===== src/rtl/snp_pkg.sv =====
// Shared definitions for the snoop invalidation unit.
// Assumes: classification values are used only inside this block.
package snp_pkg;

    // Default geometry of the cache being shadowed.
    localparam int unsigned DEF_ADDR_W     = 32;
    localparam int unsigned DEF_LINE_BYTES = 32;
    localparam int unsigned DEF_SETS       = 64;

    // Outcome of one lookup cycle.
    typedef enum logic [1:0] {
        LK_MISS      = 2'd0,   // no resident line, or no snoop
        LK_HIT       = 2'd1,   // resident line invalidated
        LK_RACE_KILL = 2'd2,   // same-tag fill in flight, invalidate wins
        LK_RACE_KEEP = 2'd3    // other-tag fill replaces the line, no pulse
    } lookup_e;

endpackage


===== src/rtl/snp_capture.sv =====
// Snoop capture stage: registers bus writes and splits the physical
// address into tag and set index. Reads and idle cycles are dropped here.
// Assumes: address is physical and line-aligned fields are fixed by params.
module snp_capture #(
    parameter int unsigned ADDR_W  = 32,
    parameter int unsigned OFF_W   = 5,
    parameter int unsigned INDEX_W = 6,
    localparam int unsigned TAG_W  = ADDR_W - OFF_W - INDEX_W
) (
    input  logic               clk,
    input  logic               rst_n,
    input  logic               bus_valid,
    input  logic               bus_write,
    input  logic [ADDR_W-1:0]  bus_addr,
    output logic               cap_valid,
    output logic [TAG_W-1:0]   cap_tag,
    output logic [INDEX_W-1:0] cap_index
);

    logic unused_offset;
    assign unused_offset = ^bus_addr[OFF_W-1:0];

    // Capture one write per cycle; only the valid flag is reset.
    always_ff @(posedge clk) begin
        if (!rst_n) begin
            cap_valid <= 1'b0;
        end else begin
            cap_valid <= bus_valid && bus_write;
        end
    end

    // Hold the address fields of the last sampled transaction.
    always_ff @(posedge clk) begin
        if (bus_valid && bus_write) begin
            cap_tag   <= bus_addr[ADDR_W-1:OFF_W+INDEX_W];
            cap_index <= bus_addr[OFF_W+INDEX_W-1:OFF_W];
        end
    end

endmodule


===== src/rtl/snp_dup_tags.sv =====
// Duplicate tag store: one valid bit and one tag per set, written by the
// cache fill port and cleared by the snoop kill port. Combinational read.
// Assumes: direct-mapped cache; kill has priority over fill in one set.
module snp_dup_tags #(
    parameter int unsigned SETS  = 64,
    parameter int unsigned TAG_W = 21,
    localparam int unsigned INDEX_W = $clog2(SETS)
) (
    input  logic               clk,
    input  logic               rst_n,
    input  logic               fill_en,
    input  logic [INDEX_W-1:0] fill_idx,
    input  logic [TAG_W-1:0]   fill_tag,
    input  logic               kill_en,
    input  logic [INDEX_W-1:0] kill_idx,
    input  logic [INDEX_W-1:0] rd_idx,
    output logic               rd_valid,
    output logic [TAG_W-1:0]   rd_tag
);

    logic [SETS-1:0]  vld_q;
    logic [TAG_W-1:0] tag_q [SETS];

    for (genvar g = 0; g < SETS; g++) begin : g_set
        localparam logic [INDEX_W-1:0] MY_IDX = INDEX_W'(g);

        // Valid bit of this set: kill beats fill, reset clears.
        always_ff @(posedge clk) begin
            if (!rst_n) begin
                vld_q[g] <= 1'b0;
            end else if (kill_en && kill_idx == MY_IDX) begin
                vld_q[g] <= 1'b0;
            end else if (fill_en && fill_idx == MY_IDX) begin
                vld_q[g] <= 1'b1;
            end
        end

        // Tag of this set follows every fill.
        always_ff @(posedge clk) begin
            if (fill_en && fill_idx == MY_IDX) begin
                tag_q[g] <= fill_tag;
            end
        end
    end

    // Read port for the lookup stage.
    always_comb begin
        rd_valid = vld_q[rd_idx];
        rd_tag   = tag_q[rd_idx];
    end

    // a killed entry reads invalid on the next cycle.
    a_r4_kill_clears: assert property (@(posedge clk) disable iff (!rst_n)
        kill_en |=> !vld_q[$past(kill_idx)]);

    // a fill not overridden by a kill leaves a valid entry with its tag.
    a_r6_fill_installs: assert property (@(posedge clk) disable iff (!rst_n)
        (fill_en && !(kill_en && kill_idx == fill_idx))
        |=> (vld_q[$past(fill_idx)] && tag_q[$past(fill_idx)] == $past(fill_tag)));

endmodule


===== src/rtl/snp_decide.sv =====
// Lookup decision: compares the captured snoop against the stored entry and
// any fill landing in the same set this cycle, then issues the kill and the
// registered invalidate pulse for the primary tag array.
// Assumes: fill and lookup share one cycle; fill data is the newest state.
module snp_decide #(
    parameter int unsigned TAG_W   = 21,
    parameter int unsigned INDEX_W = 6
) (
    input  logic               clk,
    input  logic               rst_n,
    input  logic               cap_valid,
    input  logic [TAG_W-1:0]   cap_tag,
    input  logic [INDEX_W-1:0] cap_index,
    input  logic               rd_valid,
    input  logic [TAG_W-1:0]   rd_tag,
    input  logic               fill_en,
    input  logic [INDEX_W-1:0] fill_idx,
    input  logic [TAG_W-1:0]   fill_tag,
    output logic               kill_en,
    output logic [INDEX_W-1:0] kill_idx,
    output logic               inv_valid,
    output logic [INDEX_W-1:0] inv_index
);
    import snp_pkg::*;

    lookup_e outcome;
    logic    same_set;

    // Classify this cycle's lookup including a racing fill.
    always_comb begin
        same_set = fill_en && (fill_idx == cap_index);
        outcome  = LK_MISS;
        if (cap_valid) begin
            if (same_set && fill_tag != cap_tag) begin
                outcome = LK_RACE_KEEP;
            end else if (same_set) begin
                outcome = LK_RACE_KILL;
            end else if (rd_valid && rd_tag == cap_tag) begin
                outcome = LK_HIT;
            end
        end
        kill_en  = (outcome == LK_HIT) || (outcome == LK_RACE_KILL);
        kill_idx = cap_index;
    end

    // Register the pulse sent to the primary tag array.
    always_ff @(posedge clk) begin
        if (!rst_n) begin
            inv_valid <= 1'b0;
            inv_index <= '0;
        end else begin
            inv_valid <= kill_en;
            inv_index <= kill_idx;
        end
    end

    // a different-tag fill racing the lookup suppresses the pulse.
    a_r9_race_keep: assert property (@(posedge clk) disable iff (!rst_n)
        (cap_valid && fill_en && fill_idx == cap_index && fill_tag != cap_tag)
        |=> !inv_valid);

    // a same-tag fill racing the lookup still yields a pulse.
    a_r8_race_kill: assert property (@(posedge clk) disable iff (!rst_n)
        (cap_valid && fill_en && fill_idx == cap_index && fill_tag == cap_tag)
        |=> (inv_valid && inv_index == $past(cap_index)));

endmodule


===== src/rtl/snoop_inval_unit.sv =====
// Snooping invalidation unit: watches bus writes, looks them up in a
// duplicate tag store and invalidates resident lines in both tag copies.
// Assumes: physical addresses on the bus, direct-mapped cache, one fill
// per cycle from the cache, power-of-two line size and set count.
module snoop_inval_unit #(
    parameter int unsigned ADDR_W     = snp_pkg::DEF_ADDR_W,
    parameter int unsigned LINE_BYTES = snp_pkg::DEF_LINE_BYTES,
    parameter int unsigned SETS       = snp_pkg::DEF_SETS,
    localparam int unsigned OFF_W     = $clog2(LINE_BYTES),
    localparam int unsigned INDEX_W   = $clog2(SETS),
    localparam int unsigned TAG_W     = ADDR_W - OFF_W - INDEX_W
) (
    input  logic               clk,
    input  logic               rst_n,
    input  logic               fill_valid,
    input  logic [ADDR_W-1:0]  fill_addr,
    input  logic               bus_valid,
    input  logic               bus_write,
    input  logic [ADDR_W-1:0]  bus_addr,
    output logic               inv_valid,
    output logic [INDEX_W-1:0] inv_index
);

    localparam int unsigned IDX_HI = OFF_W + INDEX_W - 1;

    logic               cap_valid;
    logic [TAG_W-1:0]   cap_tag;
    logic [INDEX_W-1:0] cap_index;
    logic               rd_valid;
    logic [TAG_W-1:0]   rd_tag;
    logic               kill_en;
    logic [INDEX_W-1:0] kill_idx;
    logic [INDEX_W-1:0] fill_idx;
    logic [TAG_W-1:0]   fill_tag;
    logic               unused_fill_off;

    // Split the fill address into set and tag.
    always_comb begin
        fill_idx = fill_addr[IDX_HI:OFF_W];
        fill_tag = fill_addr[ADDR_W-1:IDX_HI+1];
    end
    assign unused_fill_off = ^fill_addr[OFF_W-1:0];

    snp_capture #(
        .ADDR_W  (ADDR_W),
        .OFF_W   (OFF_W),
        .INDEX_W (INDEX_W)
    ) u_capture (
        .clk       (clk),
        .rst_n     (rst_n),
        .bus_valid (bus_valid),
        .bus_write (bus_write),
        .bus_addr  (bus_addr),
        .cap_valid (cap_valid),
        .cap_tag   (cap_tag),
        .cap_index (cap_index)
    );

    snp_dup_tags #(
        .SETS  (SETS),
        .TAG_W (TAG_W)
    ) u_tags (
        .clk      (clk),
        .rst_n    (rst_n),
        .fill_en  (fill_valid),
        .fill_idx (fill_idx),
        .fill_tag (fill_tag),
        .kill_en  (kill_en),
        .kill_idx (kill_idx),
        .rd_idx   (cap_index),
        .rd_valid (rd_valid),
        .rd_tag   (rd_tag)
    );

    snp_decide #(
        .TAG_W   (TAG_W),
        .INDEX_W (INDEX_W)
    ) u_decide (
        .clk       (clk),
        .rst_n     (rst_n),
        .cap_valid (cap_valid),
        .cap_tag   (cap_tag),
        .cap_index (cap_index),
        .rd_valid  (rd_valid),
        .rd_tag    (rd_tag),
        .fill_en   (fill_valid),
        .fill_idx  (fill_idx),
        .fill_tag  (fill_tag),
        .kill_en   (kill_en),
        .kill_idx  (kill_idx),
        .inv_valid (inv_valid),
        .inv_index (inv_index)
    );

    // every pulse traces back to a bus write two edges earlier.
    a_r1_write_only: assert property (@(posedge clk) disable iff (!rst_n)
        inv_valid |-> $past(bus_valid && bus_write, 2));

    // the pulse carries the set index of that write.
    a_r3_pulse_index: assert property (@(posedge clk) disable iff (!rst_n)
        inv_valid |-> inv_index == $past(bus_addr[IDX_HI:OFF_W], 2));

endmodule


===== config.mk =====
export PLATFORM = sky130hd
export DESIGN_NAME = snoop_inval_unit
export DESIGN_NICKNAME = d
export VERILOG_FILES = /design/src/rtl/snp_pkg.sv /design/src/rtl/snp_capture.sv /design/src/rtl/snp_dup_tags.sv /design/src/rtl/snp_decide.sv /design/src/rtl/snoop_inval_unit.sv
export SDC_FILE = /design/constraint.sdc
export NUM_CORES = 1
export LEC_CHECK = 0
export ABC_AREA = 0
export BUFFER_PORTS_ARGS = -buffer_cell sky130_fd_sc_hd__buf_2
export CORE_MARGIN = 1.5
export CORE_UTILIZATION = 35
export CTS_BUF_LIST = sky130_fd_sc_hd__clkbuf_4 sky130_fd_sc_hd__clkbuf_8
export CTS_CLUSTER_SIZE = 20
export DETAILED_ROUTE_END_ITERATION = 10
export SLEW_MARGIN = 20
export SYNTH_ARGS = -nofsm -noshare
export SYNTH_HDL_FRONTEND = slang
export SYNTH_SLANG_ARGS = --single-unit

===== constraint.sdc =====
create_clock -name clk -period 7.2 [get_ports clk]
set_clock_uncertainty 0.15 [all_clocks]
set_input_delay 1.8 -clock clk [delete_from_list [all_inputs] [get_ports clk]]
set_output_delay 1.8 -clock clk [all_outputs]
set_load 0.01 [all_outputs]

; ---- Word level (Yosys, flattened, before mapping)
; Memory sizes are Yosys's and may differ from the RTL's. A register that Yosys moved wholly into a read port is not among the register bits.
; Index checks and enable logic that the tools add are counted.
[op_classes]
n_eq_ne = 131
shifts = 0
n_div = 0
bitwise_logic = 1
mul = 0
addsub = 0
order_cmp = 1
reduce_logical = 262
mux = 324
[op_table]
columns = op, count
row1 = 21-bit 2-to-1 mux, 63
row2 = 21-bit OR reduction, 63
row3 = 6-bit == test (second input constant), 64
row4 = 6-bit 2-to-1 mux, 64
row5 = 1-bit 2-to-1 mux, 193
row6 = 6-bit by 5-bit == test with 1-bit output (second input constant), 32
row7 = 1-bit logical AND, 132
row8 = 2-bit OR reduction, 64
row9 = 6-bit by 4-bit == test with 1-bit output (second input constant), 16
row10 = 6-bit by 3-bit == test with 1-bit output (second input constant), 8
row11 = 6-bit by 2-bit == test with 1-bit output (second input constant), 4
row12 = 21-bit == test, 1
row13 = 21-bit inequality test, 1
row14 = 6-bit by 1-bit == test with 1-bit output (second input constant), 2
row15 = 6-bit logical NOT, 2
row16 = 6-bit by 7-bit < comparator with 1-bit output (second input constant), 1
row17 = 1-bit binary-select mux with 6-bit select, 1
row18 = 6-bit == test, 1
row19 = 2-bit 2-to-1 mux, 3
row20 = 2-bit by 1-bit == test with 1-bit output (second input constant), 1
row21 = 2-bit == test (second input constant), 1
row22 = 1-bit logical OR, 1
row23 = 1-bit NOT, 1
[totals]
ff_bits = 99
ram_bits = 1344
in_bits = 69
romBits = 0
word_cells = 789
latchBits = 0
output_inout_bits = 7
mem_count = 1
[mem_list]
columns = name, words, word_bits, rd, rd_ports_with_merged_regs, wr, line_no
row1 = u_tags.tag_q, 64, 21, 1, 1, 1, snp_dup_tags.sv:22  ; logic [TAG_W-1:0] tag_q [SETS];

; ---- Depth between registers and ports, before layout
; Gate-level depths: netlist of the first run.
[logic_depth]
ltp_word = 68
mapped_depth = 18
mapped_depth_nobuf = 10

; ---- Hierarchy
; A second synthesis of the first run with hierarchy kept.
[hier_totals]
cells_unflattened = 2642
hier_area_um2 = 55756.0
[modules_own_cells]
columns = module, area_per_inst_um2, cells_each, seq_area_each_um2, instances
row1 = snp_dup_tags, 54133.2, 2523, 41639.9, 1
row2 = snp_capture, 843.3, 30, 830.8, 1
row3 = snp_decide, 779.5, 89, 140.1, 1

; ---- Least setup slack after synthesis of the first run
; No wires, ideal clock.
[synth_timing]
path_kind = input -> register
startpoint = in fill_addr[6]
endpoint = reg u_tags.vld_q[0]
path_slack_ns = 2.588
n_path_buf = 3
setup_time_ns = 0.117
arrival_time_ns = 4.345
cell_stages = 10
required_time_ns = 6.933
cell_sequence = clkbuf_1 -> xnor2_1 -> nand4_1 -> or4_1 -> or4_1 -> nor4_1 -> clkbuf_1 -> clkbuf_1 -> o211ai_1 -> o211a_1
[synth_between]
elab_chain_cells = 9
elab_cells_between_ends = 13
cone_classes = eq/ne (3) / mux (3) / reduce/logical (7)
[synth_lines]
columns = item, line_no
row1 = "start, declared", snoop_inval_unit.sv:16  ; input logic [ADDR_W-1:0] fill_addr,
row2 = 6-bit == test, snp_decide.sv:31  ; same_set = fill_en && (fill_idx == cap_index);
row3 = 1-bit logical AND, snp_decide.sv:31
row4 = 2-bit 2-to-1 mux / 1-bit logical AND (equally long branches), "snp_decide.sv:36, snp_decide.sv:34"
row5 = 2-bit 2-to-1 mux, snp_decide.sv:34  ; if (same_set && fill_tag != cap_tag) begin
row6 = 2-bit 2-to-1 mux, snp_decide.sv:33  ; if (cap_valid) begin
row7 = 2-bit by 1-bit == test with 1-bit output / 2-bit == test (equally long branches), snp_decide.sv:42  ; kill_en = (outcome == LK_HIT) || (outcome == LK_RACE_KILL);
row8 = 1-bit logical OR, snp_decide.sv:42
row9 = 1-bit logical AND, snp_dup_tags.sv:31  ; end else if (kill_en && kill_idx == MY_IDX) begin
row10 = 2-bit OR reduction (no line), --
row11 = "end signal, assigned by index", snp_dup_tags.sv:30  ; vld_q[g] <= 1'b0;
row12 = "end signal, assigned by index", snp_dup_tags.sv:32  ; vld_q[g] <= 1'b0;
row13 = "end signal, assigned by index", snp_dup_tags.sv:34  ; vld_q[g] <= 1'b1;
row14 = "end, declared", snp_dup_tags.sv:21  ; logic [SETS-1:0] vld_q;
; Several ways; a longest one is shown, not always the timed one.
; A chain may end at the register's enable or synchronous reset.

==> out/results.txt, run 1 <==
worst vdd ir = 0.210 mV
Clock power frac = 38.9%
die height = 406 um
Critical Path RT = 7.86 ns
Filler Cell Count = 14375
Post-CTS Resized = 0
clk sink count = 1449
Switching Fraction = 23.9%
WL final = 169000 um
clk root buf = clkbuf_8
switching power total = 0.00421 W
Mapped Cells = 2796
placed cell areas = 60800 um^2
synth cell count leaders = edfxtp_1 (1371), mux4_2 (312), mux2i_1 (142), nor2_1 (91), dfxtp_1 (78)
HP Class = flip-flop to flip-flop
r2r setup slk = 1.40 ns
H-tree lvl count = 4
cell with the most instances after synthesis = edfxtp_1
Syn Nets = 2865
drt drc = 0
Via density = 5.66
starting density of the core = 35.4%
Leakage = 21.4 nW
sequential share of the synthesized area = 75.0%
worst slew pin tran = 1.22 ns
fmax = 173 MHz
vias in the first global route = 30094
pwr dens = 270 nW/um^2
Clock Tree Buf Depth = 3
row count = 147
initial antenna violation count = 6
Final Wtd Congestion = 0.853
Post-Syn Area per Cell = 20.4 um^2
initial drt markers = 4694
Worst Path Arrival = 6.45 ns
drt first pass iters = 6
GRT Total Usage = 20.4%
Reg area = 42700 um^2
Comb pwr share = 7.9%
Chip Width = 406 um
Crit. End Element = flip-flop
area leader, netlist = edfxtp_1
ranking of synthesized cells by area = edfxtp_1 (72%), mux4_2 (12%), dfxtp_1 (2.7%)
pre-CTS setup slack = 1.68 ns
Hold Buf Count CTS = 0
Setup WS post-layout = 1.40 ns
crit path launch type = flip-flop
Final Setup Violations = 0
Fin Setup TNS = 0 ns
max-cap violation count = 0
Slew HR = 18.0%
global-route wire length before repair = 234000 um
Routed WL per cell = 31.2 um
Final ANT Viol Nets = 0
area fraction of the dominant cell type after synthesis = 72.3%
final instance area = 65300 um^2
sequential power share = 53.2%
RSZ-0062 raised after global routing = false
Final Hold Fails = 0
area grow syn2layout = 14.6%
# Post-CTS Setup Buffers = 0
Clk Latency, worst-skew pair = 0.94 ns
Slew Viols, Final = 0
Final Critical Period = 5.80 ns
Main synth FF type = edfxtp_1
layout cells sized above 1 = 30.8%
io pins = 76
Core Area = 161000 um^2
Synth Cell Area = 57000 um^2
area of the multi-input gates = 13600 um^2
Layout Nets = 3139
critical path class = flip-flop to flip-flop
fraction of registers with async set/reset = 0%
CTS buffer count = 229
PortBufs = 65
CTS tree = yes
Post-Route Utilization = 40.5%
largest net degree at the start of global routing = 73
total gr overflow = 0
post-route clock period utilization = 80.5%
Unique masters post-synth = 62
status = completed
Die ar. = 165000 um^2
detailed-route via count = 30727
synth warn = 0
Detail Placement HPWL = 96300 um
Worst-path clk slew = 0.06 ns
flops & latches, synth = 1449
Post-synth EDFFs = 1371
Internal = 0.0134 W
crit-path max FO = 65
worst paths after layout:
path	startpoint	end	depth (start not counted)
max	flip-flop	u_tags.vld_q[50]	12
min	u_tags.vld_q[35]	u_tags.vld_q[35]	1
max reg2reg	flip-flop	u_tags.vld_q[50]	12
min reg2reg	u_tags.vld_q[35]	u_tags.vld_q[35]	1
cell type report:
class,count,share of cell area (%)
Inverter,6,0.0345
Sequential cell,1449,65.5
Multi-Input combinational cell,1167,20.9
Clock buffer,310,5.79
Antenna cell,1,0.00383
Tap cell,2160,4.14
Timing Repair Buffer,217,2.59
Clock inverter,115,1.07
power by group through the flow:
stage	combinational (W)	sequential (W)	clock (W)
6_report	0.00139	0.00938	0.00685
5_1_grt	0.00145	0.00938	0.00730
4_1_cts	0.00139	0.00938	0.00695
3_5_place_dp	0.00139	0.00955	0
3_3_place_gp	0.00137	0.00955	0
2_1_floorplan	0.000818	0.00949	0
routing by layer:
layer	global-route usage, %	wire length, um	part of all wire (%)
met1	29.0	70000	41
met2	31.4	78700	46
met3	3.88	15900	9.4
met4	6.77	4760	2.8
met5	0	8	0.0047
metrics by stage:
step,std cells,hold WS [ns],total power (W)
2_1_floorplan,2796,0.306,0.0103
5_1_grt,5425,0.360,0.0181
3_5_place_dp,4998,0.333,0.0109
3_3_place_gp,4995,0.325,0.0109
4_1_cts,5423,0.347,0.0177
6_report,5425,0.346,0.0176
sequential cells by signal (all words and copies together) (netlist names), named ones only:
signal and flops:
u_capture.cap_index 6, u_capture.cap_tag 21, u_capture.cap_valid 1, u_decide.inv_index 6, u_decide.inv_valid 1, u_tags.tag_q 1344, u_tags.vld_q 64
worst max-delay path, stage by stage (launching register included):
cell and delay (ns):
dfxtp_4 0.66, buf_4 0.42, mux4_2 0.56, a22oi_1 0.29, a21oi_1 0.12, nor4bb_1 0.74
a31oi_1 0.29, a211oi_1 0.53, nand4_1 0.49, nor4_4 0.32, buf_4 0.65, o211ai_1 0.16
o211a_1 0.18
cells by family (layout without fill, tap and decap cells):
logic type / count (synthesis) / count (layout) / synth area share, %
buffers and inverters: 180 / 648 / 1.66
multiplexers: 479 / 479 / 15.3
flip-flops: 1449 / 1449 / 75.0
AND/OR/NAND/NOR: 316 / 316 / 2.78
XOR/XNOR: 48 / 48 / 0.738
AO/OA/AOI/OAI: 324 / 324 / 4.47
other: 0 / 1 / 0
cell usage in the layout (no fill, tap or decap), types with 27 or more instances in the layout:
| master | instances |
|---|---|
| a22oi_1 | 56 |
| buf_2 | 65 |
| buf_4 | 136 |
| clkbuf_4 | 78 |
| clkbuf_8 | 232 |
| clkinv_1 | 63 |
| clkinv_2 | 32 |
| dfxtp_1 | 72 |
| edfxtp_1 | 1371 |
| mux2i_1 | 142 |
| mux4_2 | 312 |
| nand2_1 | 68 |
| nand3_1 | 34 |
| nor2_2 | 35 |
| nor2_4 | 32 |
| o211a_1 | 65 |
| o211ai_1 | 67 |
| o22ai_1 | 27 |
(Power assumes the default switching activity.)
==> inputs of run 2 (changes only) <==
==> constraint.sdc (replaced) <==
create_clock -name clk -period 5 [get_ports clk]
set_clock_uncertainty 0.15 [all_clocks]
set_input_delay 1.25 -clock clk [delete_from_list [all_inputs] [get_ports clk]]
set_output_delay 1.25 -clock clk [all_outputs]
set_load 0.01 [all_outputs]
==> out/results.txt, run 2 (same netlist as run 1, synthesis figures left out) <==
io pins = 76 (unchanged)
Biggest register = u_tags.tag_q (unchanged)
Hold Path Depth = 1 (unchanged)
WL final = 173000 um (was 169000 um)
Fin Setup TNS = 0 ns (unchanged)
Final ANT Viol Nets = 0 (unchanged)
busiest grt layer = met2 (unchanged)
crit-path cells = buf_12 -> mux2i_1 -> a22oi_1 -> a21oi_1 -> nor4_1 -> mux2_2 -> and4b_1 -> or4b_1 -> nor4_4 -> buf_12 -> buf_12 -> o211ai_1 -> o211a_1 (was buf_4 -> mux4_2 -> a22oi_1 -> a21oi_1 -> nor4bb_1 -> a31oi_1 -> a211oi_1 -> nand4_1 -> nor4_4 -> buf_4 -> o211ai_1 -> o211a_1)
GRT Total Usage = 20.9% (was 20.4%)
drt drc = 0 (unchanged)
largest net degree at the start of global routing = 66 (was 73)
Final Hold Fails = 0 (unchanged)
area grow syn2layout = 15.5% (was 14.6%)
Worst Path Arrival = 5.51 ns (was 6.45 ns)
worst slew pin tran = 1.12 ns (was 1.22 ns)
post-route clock period utilization = 97.0% (was 80.5%)
initial drt markers = 4205 (was 4694)
Clk Latency, worst-skew pair = 0.94 ns (about the same)
Worst-path clk slew = 0.06 ns (about the same)
detailed-route via count = 31091 (was 30727)
most common cell after layout, fill and taps aside = edfxtp_1 (unchanged)
clk root buf = clkbuf_8 (unchanged)
status = completed (unchanged)
H-tree lvl count = 4 (unchanged)
M1 GR Usage = 29.0% (about the same)
Layout Nets = 3201 (was 3139)
Largest register FFs = 1344 (unchanged)
total gr overflow = 0 (unchanged)
Final Critical Period = 4.85 ns (was 5.80 ns)
met2 GRT Util = 32.3% (was 31.4%)
Crit path largest cell delay = 0.91 ns (was 0.74 ns)
fmax = 206 MHz (was 173 MHz)
Post-Route Utilization = 40.8% (was 40.5%)
Final Setup Violations = 0 (unchanged)
final instance area = 65800 um^2 (was 65300 um^2)
CTS buffer count = 227 (was 229)
placed cell areas = 61300 um^2 (was 60800 um^2)
Leakage = 21.8 nW (was 21.4 nW)
pwr dens = 387 nW/um^2 (was 270 nW/um^2)
CTS tree = yes (unchanged)
critical path class = flip-flop to flip-flop (unchanged)
Slew HR = 25.4% (was 18.0%)
Slowest-stage cell, CP = nor4_1 (was nor4bb_1)
layout cells sized above 1 = 32.3% (was 30.8%)
met3 capacity usage during global routing = 4.15% (was 3.88%)
PortBufs = 65 (unchanged)
vias in the first global route = 30765 (was 30094)
Detail Placement HPWL = 102000 um (was 96300 um)
biggest regs = u_tags.tag_q: 1344 flops, u_tags.vld_q: 64 flops, u_capture.cap_tag: 21 flops (unchanged)
starting density of the core = 35.4% (unchanged)
Via density = 5.68 (was 5.66)
Die ar. = 165000 um^2 (unchanged)
Final Wtd Congestion = 0.867 (was 0.853)
RSZ-0062 raised after global routing = false (unchanged)
crit-path max FO = 38 (was 65)
worst vdd ir = 0.250 mV (was 0.210 mV)
r2r worst-path depth = 13 (was 12)
Chip Width = 406 um (unchanged)
drt first pass iters = 6 (unchanged)
clk sink count = 1449 (unchanged)
initial antenna violation count = 10 (was 6)
Clock Tree Buf Depth = 3 (unchanged)
HP Class = flip-flop to flip-flop (unchanged)
row count = 147 (unchanged)
Slew Viols, Final = 0 (unchanged)
Critical Path RT = 5.66 ns (was 7.86 ns)
Routed WL per cell = 31.5 um (was 31.2 um)
Crit. End Element = flip-flop (unchanged)
die height = 406 um (unchanged)
max-cap violation count = 0 (unchanged)
crit path launch type = flip-flop (unchanged)
Core Area = 161000 um^2 (unchanged)
global-route wire length before repair = 240000 um (was 234000 um)
crit-path most repeated cell = buf_12 (was buf_4)
most frequent cells in the layout = edfxtp_1 (1371), mux4_2 (312), clkbuf_8 (243) (was edfxtp_1 (1371), mux4_2 (312), clkbuf_8 (232))
run 2: cell types whose count changed in the layout (fill, tap and decap cells not counted), moves of 9 or more:
cell / delta
buf_4: +58
clkinv_1: -14
clkinv_2: -13
clkbuf_8: +11
buf_12: +9
clkbuf_4: +9
run 2: final timing paths:
kind / start / to / slack (ns)
max reg2reg: flip-flop / u_tags.vld_q[19] / 0.15
max: flip-flop / u_tags.vld_q[19] / 0.15
min: u_tags.vld_q[54] / u_tags.vld_q[54] / 0.35
min reg2reg: u_tags.vld_q[54] / u_tags.vld_q[54] / 0.35
run 2: what timing repair did:
action	4_1_cts	5_1_grt
buffers inserted	0	0
endpoints found under the setup margin	0	12
resized for setup	0	1
hold buffers	0	0
endpoints found under the hold margin	0	0
run 2: worst max-delay path, delay by kind of cell, from the launching register on:
kind	cells	cell delay, ns
DFF	1	0.73
muxes	2	0.43
AOI/OAI and AO/OA	4	0.63
buffers and inverters	3	0.70
and+or+nand+nor	4	1.99
run 2: per-stage QoR:
| stage | instances | hold slack (ns) | worst slack (ns) | power (W) |
|---|---|---|---|---|
| finish | 5477 | 0.348 | 0.151 | 0.0255 |
| global route | 5475 | 0.314 | 0.0806 | 0.0262 |
| CTS | 5474 | 0.273 | 0.211 | 0.0256 |
| detailed placement | 5063 | 0.335 | 0.232 | 0.0158 |
| global placement | 5063 | 0.325 | 0.260 | 0.0158 |
| floorplan | 2796 | 0.306 | 0.938 | 0.0148 |
run 2: power by group:
| part | internal [W] | switching (W) |
|---|---|---|
| clock network | 0.00531 | 0.00458 |
| logic | 0.000806 | 0.00129 |
| registers | 0.0134 | 0.000114 |
run 2: layout make-up:
class | instances | area [um^2]
Sequential cell | 1449 | 42700
Antenna cell | 3 | 7.51
Fill cell | 14341 | 95300
Clock inverter | 81 | 483
Multi-Input combinational cell | 1167 | 13600
Clock buffer | 330 | 4000
Timing Repair Buffer | 281 | 2220
Tap cell | 2160 | 2700
Inverter | 6 | 22.5
run 2: routing by layer:
| metal | wire length, um | part of all wire [%] |
|---|---|---|
| met5 | 27 | 0.016 |
| met2 | 80300 | 47 |
| met1 | 70400 | 41 |
| met4 | 6590 | 3.8 |
| met3 | 15200 | 8.8 |
